[config.mk]
export PLATFORM = sky130hd
export DESIGN_NAME = fpcx_top
export DESIGN_NICKNAME = d
export VERILOG_FILES = /design/src/rtl/fpcx_pkg.sv /design/src/rtl/fpcx_cmp.sv /design/src/rtl/fpcx_exc.sv /design/src/rtl/fpcx_top.sv
export SDC_FILE = /design/constraint.sdc
export NUM_CORES = 1
export LEC_CHECK = 0
export ABC_AREA = 0
export BUFFER_PORTS_ARGS = -buffer_cell sky130_fd_sc_hd__buf_2
export CAP_MARGIN = 25
export CORE_ASPECT_RATIO = 1.25
export CORE_MARGIN = 2
export CORE_UTILIZATION = 44
export DETAILED_ROUTE_END_ITERATION = 12
export GPL_ROUTABILITY_DRIVEN = 0
export PLACE_DENSITY_LB_ADDON = 0.08
export SYNTH_ARGS = -nofsm -noshare
export SYNTH_HDL_FRONTEND = slang
export SYNTH_SLANG_ARGS = --single-unit
[constraint.sdc]
create_clock -name clk -period 1.7 [get_ports clk]
set_input_delay 0.085 -clock clk [delete_from_list [all_inputs] [get_ports clk]]
set_output_delay 0.085 -clock clk [all_outputs]
set_load 0.03 [all_outputs]
[src/rtl/fpcx_pkg.sv]
package fpcx_pkg;
  localparam int FSR_W    = 64;
  localparam int N_CC     = 4;
  localparam int CC_W     = 2;
  localparam int CC_BASE  = 10;
  localparam int EXC_W    = 5;
  localparam int CEXC_LO  = 0;
  localparam int AEXC_LO  = CEXC_LO + EXC_W;
  localparam int TEM_LO   = 23;
  localparam int NV_IDX   = 4;
  localparam int FTT_LO   = 14;
  localparam int FTT_W    = 3;
  localparam logic [FTT_W-1:0] FTT_IEEE = 3'd1;
  localparam logic [CC_W-1:0]  REL_UNORD = 2'b11;

  typedef enum logic {OP_CMP = 1'b0, OP_ARITH = 1'b1} op_kind_e;

  function automatic int cc_pos(input int sel);
    case (sel)
      0: cc_pos = CC_BASE;
      1: cc_pos = CC_BASE + 22;
      2: cc_pos = CC_BASE + 24;
      default: cc_pos = CC_BASE + 26;
    endcase
  endfunction
endpackage

[src/rtl/fpcx_cmp.sv]
module fpcx_cmp
  import fpcx_pkg::*;
(
  input  logic [FSR_W-1:0] cur_i,
  input  logic [CC_W-1:0]  rel_i,
  input  logic [1:0]       sel_i,
  input  logic             signal_i,
  output logic [FSR_W-1:0] nxt_o,
  output logic             trap_o
);
  logic [N_CC-1:0] hit;
  logic [FSR_W-1:0] field_mask, field_val;

  genvar k;
  generate
    for (k = 0; k < N_CC; k++) begin : g_fld
      assign hit[k] = (sel_i == k[1:0]);
    end
  endgenerate

  always_comb begin
    field_mask = '0;
    field_val  = '0;
    for (int j = 0; j < N_CC; j++) begin
      if (hit[j]) begin
        field_mask[cc_pos(j) +: CC_W] = '1;
        field_val[cc_pos(j) +: CC_W]  = rel_i;
      end
    end
  end

  always_comb begin
    nxt_o  = (cur_i & ~field_mask) | field_val;
    trap_o = 1'b0;
    if (rel_i == REL_UNORD) begin
      if (cur_i[TEM_LO + NV_IDX] || signal_i) begin
        nxt_o[CEXC_LO + NV_IDX]     = 1'b1;
        nxt_o[FTT_LO +: FTT_W]      = FTT_IEEE;
        trap_o                      = 1'b1;
      end else begin
        nxt_o[AEXC_LO + NV_IDX]     = 1'b1;
      end
    end
  end
endmodule

[src/rtl/fpcx_exc.sv]
module fpcx_exc
  import fpcx_pkg::*;
(
  input  logic [FSR_W-1:0] cur_i,
  input  logic [EXC_W-1:0] flags_i,
  output logic [FSR_W-1:0] nxt_o,
  output logic             trap_o
);
  logic [EXC_W-1:0] unmasked;
  assign unmasked = flags_i & cur_i[TEM_LO +: EXC_W];

  always_comb begin
    nxt_o = cur_i;
    nxt_o[CEXC_LO +: EXC_W] = flags_i;
    trap_o = |unmasked;
    if (trap_o) nxt_o[FTT_LO +: FTT_W] = FTT_IEEE;
    else        nxt_o[AEXC_LO +: EXC_W] = cur_i[AEXC_LO +: EXC_W] | flags_i;
  end
endmodule

[src/rtl/fpcx_top.sv]
module fpcx_top
  import fpcx_pkg::*;
(
  input  logic              clk,
  input  logic              rst,
  input  logic              op_valid_i,
  output logic              op_ready_o,
  input  logic              op_arith_i,
  input  logic [1:0]        cmp_rel_i,
  input  logic [1:0]        cmp_sel_i,
  input  logic              cmp_signal_i,
  input  logic [4:0]        exc_flags_i,
  input  logic              ld_en_i,
  input  logic [63:0]       ld_data_i,
  output logic [63:0]       fsr_o,
  output logic              trap_o,
  output logic [2:0]        trap_kind_o
);
  logic [FSR_W-1:0] fsr_q, cmp_nxt, exc_nxt;
  logic cmp_trap, exc_trap, trap_q, fire;
  op_kind_e kind;

  assign kind       = op_kind_e'(op_arith_i);
  assign op_ready_o = !ld_en_i && (fsr_q[FTT_LO +: FTT_W] == '0);
  assign fire       = op_valid_i && op_ready_o;

  fpcx_cmp u_cmp (.cur_i(fsr_q), .rel_i(cmp_rel_i), .sel_i(cmp_sel_i),
                  .signal_i(cmp_signal_i), .nxt_o(cmp_nxt), .trap_o(cmp_trap));
  fpcx_exc u_exc (.cur_i(fsr_q), .flags_i(exc_flags_i), .nxt_o(exc_nxt),
                  .trap_o(exc_trap));

  always_ff @(posedge clk) begin
    if (rst) begin
      fsr_q  <= '0;
      trap_q <= 1'b0;
    end else if (ld_en_i) begin
      fsr_q  <= ld_data_i;
      trap_q <= 1'b0;
    end else if (fire) begin
      fsr_q  <= (kind == OP_ARITH) ? exc_nxt : cmp_nxt;
      trap_q <= (kind == OP_ARITH) ? exc_trap : cmp_trap;
    end else begin
      trap_q <= 1'b0;
    end
  end

  assign fsr_o       = fsr_q;
  assign trap_o      = trap_q;
  assign trap_kind_o = trap_q ? FTT_IEEE : '0;

  a_r1_reset_clear: assert property (@(posedge clk) rst |=> (fsr_q == '0 && !trap_q));
  a_r9_single_pulse: assert property (@(posedge clk) disable iff (rst) trap_q |=> !trap_q);
  a_r4_trap_type: assert property (@(posedge clk) disable iff (rst)
    trap_q |-> fsr_q[FTT_LO +: FTT_W] == FTT_IEEE);
  a_r2_code_written: assert property (@(posedge clk) disable iff (rst)
    (fire && !op_arith_i && cmp_sel_i == 2'd0) |=> fsr_q[CC_BASE +: CC_W] == $past(cmp_rel_i));
  a_r8_accrue: assert property (@(posedge clk) disable iff (rst)
    (fire && op_arith_i && (exc_flags_i & fsr_q[TEM_LO +: EXC_W]) == '0)
    |=> fsr_q[AEXC_LO +: EXC_W] == ($past(fsr_q[AEXC_LO +: EXC_W]) | $past(exc_flags_i)));
  a_r7_accrued_held: assert property (@(posedge clk) disable iff (rst)
    (fire && op_arith_i) |=> (trap_q -> $stable(fsr_q[AEXC_LO +: EXC_W])));
  a_r10_blocked: assert property (@(posedge clk) disable iff (rst)
    (!ld_en_i && !fire) |=> ($stable(fsr_q) && !trap_q));
endmodule

==> impl_metrics.ini <==
[layout]
layout.nets = 533
final_common_cell = buf_2
nFillCells = 497
stdcell_count = 525
diodes = 0
final_layout_size_suffix_gt1_share_pct = 37.3
most-common-layout-cells = 144 x buf_2, 66 x nor2_1, 65 x dfxtp_1
area_delta_synth_final_pct = 52.3
utilization_pct = 69.3

[run_status]
outcome = completed

[clock_tree]
cts_setup_buffers = 0
cts_max_level = 3
cts-resized-gates = 0
clk_pin_slew_worst_paths_ns = 0.08
worstSkewPairLatency_ns = 0.33
cts_tree = yes
cts_hold_buffers = 40
clock-sinks = 65
numCtsBuffers = 9
cts-root-buf = clkbuf_8
cts.path.max_buffers = 2

[floorplanning]
ios = 148
fp.coreArea_sq_um = 5820
rows = 31
die_h_microns = 90.7
start_util_pct = 45.5
die_w_microns = 73.4
die_area_sq_um = 6650

[drt]
routed_wl_mm = 7.32
viasPerCell = 4.95
ant_nets = 0
vias = 2599
dr.pass1.iters = 4
wl_per_cell_microns = 13.9
drc = 0
drt_iter0_drc = 106

[place]
numPortBuffers = 145
placed_cells = 469
dp_hpwl_mm = 4.78

[synthesis]
synth-seq-cells = 65
yosys_most_used_dff = dfxtp_1
syn_area_sq_um = 2650
synth_edf_count = 0
ys_seq_area_share_pct = 49.2
syn_inst = 272
avgSynthCellArea_sq_um = 9.73
ys_types = 32
ys_warn_count = 0
synthArstFlopShare_pct = 0

[timing]
fin_skew_ns = 0.00716
layout_min_cycle_time_ns = 1.52
tns_ns = 0
grt_setup_unrepaired = false
fmax_mhz = 659
drv_slew = 0
setup-violations-final = 0
hold_viol = 0
post-route-period-util_pct = 89.2

[worst_setup_path]
critPathKind = reg2reg
critPathLaunchType = flop
crit_fanout = 13
crit_arrival_ns = 1.76
r2r_start = fsr_o[16]$_SDFFE_PP0P_
r2r_slack_ns = 0.18
r2r_end = fsr_o[37]$_SDFFE_PP0P_
r2r_cells = 5
endpoint_kind = flop
worst-endpoint-required_ns = 1.94

[global_route]
grt.overflow.total = 0
grt_max_degree = 66
antenna_found_initial = 0
grt_usage_pct = 22.5
grt_pass1_wl_mm = 11.8
first_global_vias = 2507

[hold_path]
min_path_type = in2reg
holdCritStartpoint = ld_data_i[55]
whs_endpoint = fsr_o[55]$_SDFFE_PP0P_
min_path_cells = 3

[pwr]
finalPower_w = 0.00389
p_per_area_nw_per_um2 = 964
peakVddDrop_mv = 0.788
p_leak_nw = 2.10

[job]
maxCapViolCount = 0
## registers in the layout, indices dropped and copies added (netlist names)
name and cells:
fsr_o 64, trap_o 1
## worst max path at each step
stage	startpoint	endpoint	slack [ns]
finish	fsr_o[16]$_SDFFE_PP0P_	fsr_o[37]$_SDFFE_PP0P_	0.18
CTS	fsr_o[16]$_SDFFE_PP0P_	fsr_o[37]$_SDFFE_PP0P_	0.17
detailed placement	fsr_o[16]$_SDFFE_PP0P_	fsr_o[34]$_SDFFE_PP0P_	0.17
global placement	fsr_o[16]$_SDFFE_PP0P_	fsr_o[35]$_SDFFE_PP0P_	0.24
floorplan	fsr_o[16]$_SDFFE_PP0P_	fsr_o[10]$_SDFFE_PP0P_	0.14
global route	fsr_o[16]$_SDFFE_PP0P_	fsr_o[37]$_SDFFE_PP0P_	0.06
## metal layers
layer  vias to the layer above  routed length (microns)  GRT usage [%]
met3                         9                      510           6.03
li1                       1299                        -              -
met4                         0                      104           8.64
met5                         -                        0              0
met1                      1194                     3130           26.2
met2                        97                     3570           38.4
## per-stage QoR
stage | area, sq um | hold WS [ns] | setup slack, ns
after floorplan | 2650 | 0.232 | 0.139
after global placement | 3410 | 0.316 | 0.243
after detailed placement | 3410 | 0.325 | 0.172
after CTS | 4030 | 0.000761 | 0.168
after global routing | 4030 | 0.00835 | 0.0603
final | 4030 | 0.0109 | 0.184
## critical path, cell delays in order (launching register included)
cell      delay [ns]
dfxtp_1         0.35
nor4b_4         0.34
buf_12          0.18
nand4_1         0.16
mux2i_1         0.15
a211oi_1        0.24
## cell families after synthesis
family          after synthesis  share of synthesized area [%]
mux                          57                           21.6
simple gates                 92                           15.1
flops                        65                           49.2
buf+inv                      25                           5.06
other cells                   1                          0.142
compound gates               32                           8.98
## cell usage after synthesis (2+ instances only)
library cell	n	share of area [%]
o21ai_0	9	1.7
a22oi_1	2	0.57
dfxtp_1	65	49
nor2b_1	2	0.47
buf_6	2	0.85
nor2_1	66	9.4
nand4_1	2	0.47
buf_2	8	1.5
a211oi_1	9	2.6
nand2_1	9	1.3
mux2i_1	57	22
inv_1	3	0.43
nand3_1	8	1.5
clkbuf_1	6	0.85
buf_4	4	1.1
a311oi_1	4	1.3
## layout make-up
cell class                 count  area [sq um]  area share [%]
timing repair buffer         191          1200            29.7
sequential                    65          1300            32.3
clock buffer                   9           124            3.07
multi-input combinational    183          1210            30.1
tap                           66          82.6            2.05
clock inverter                 7          93.8            2.33
inverter                       4          15.0           0.373
## report_power, final
group	total (W)	internal, W	switching, W
registers	0.00167	0.00162	0.0000560
logic	0.000775	0.000322	0.000453
clock network	0.00144	0.000825	0.000612
total	0.00389	0.00277	0.00112
(Power assumes the default switching activity.)
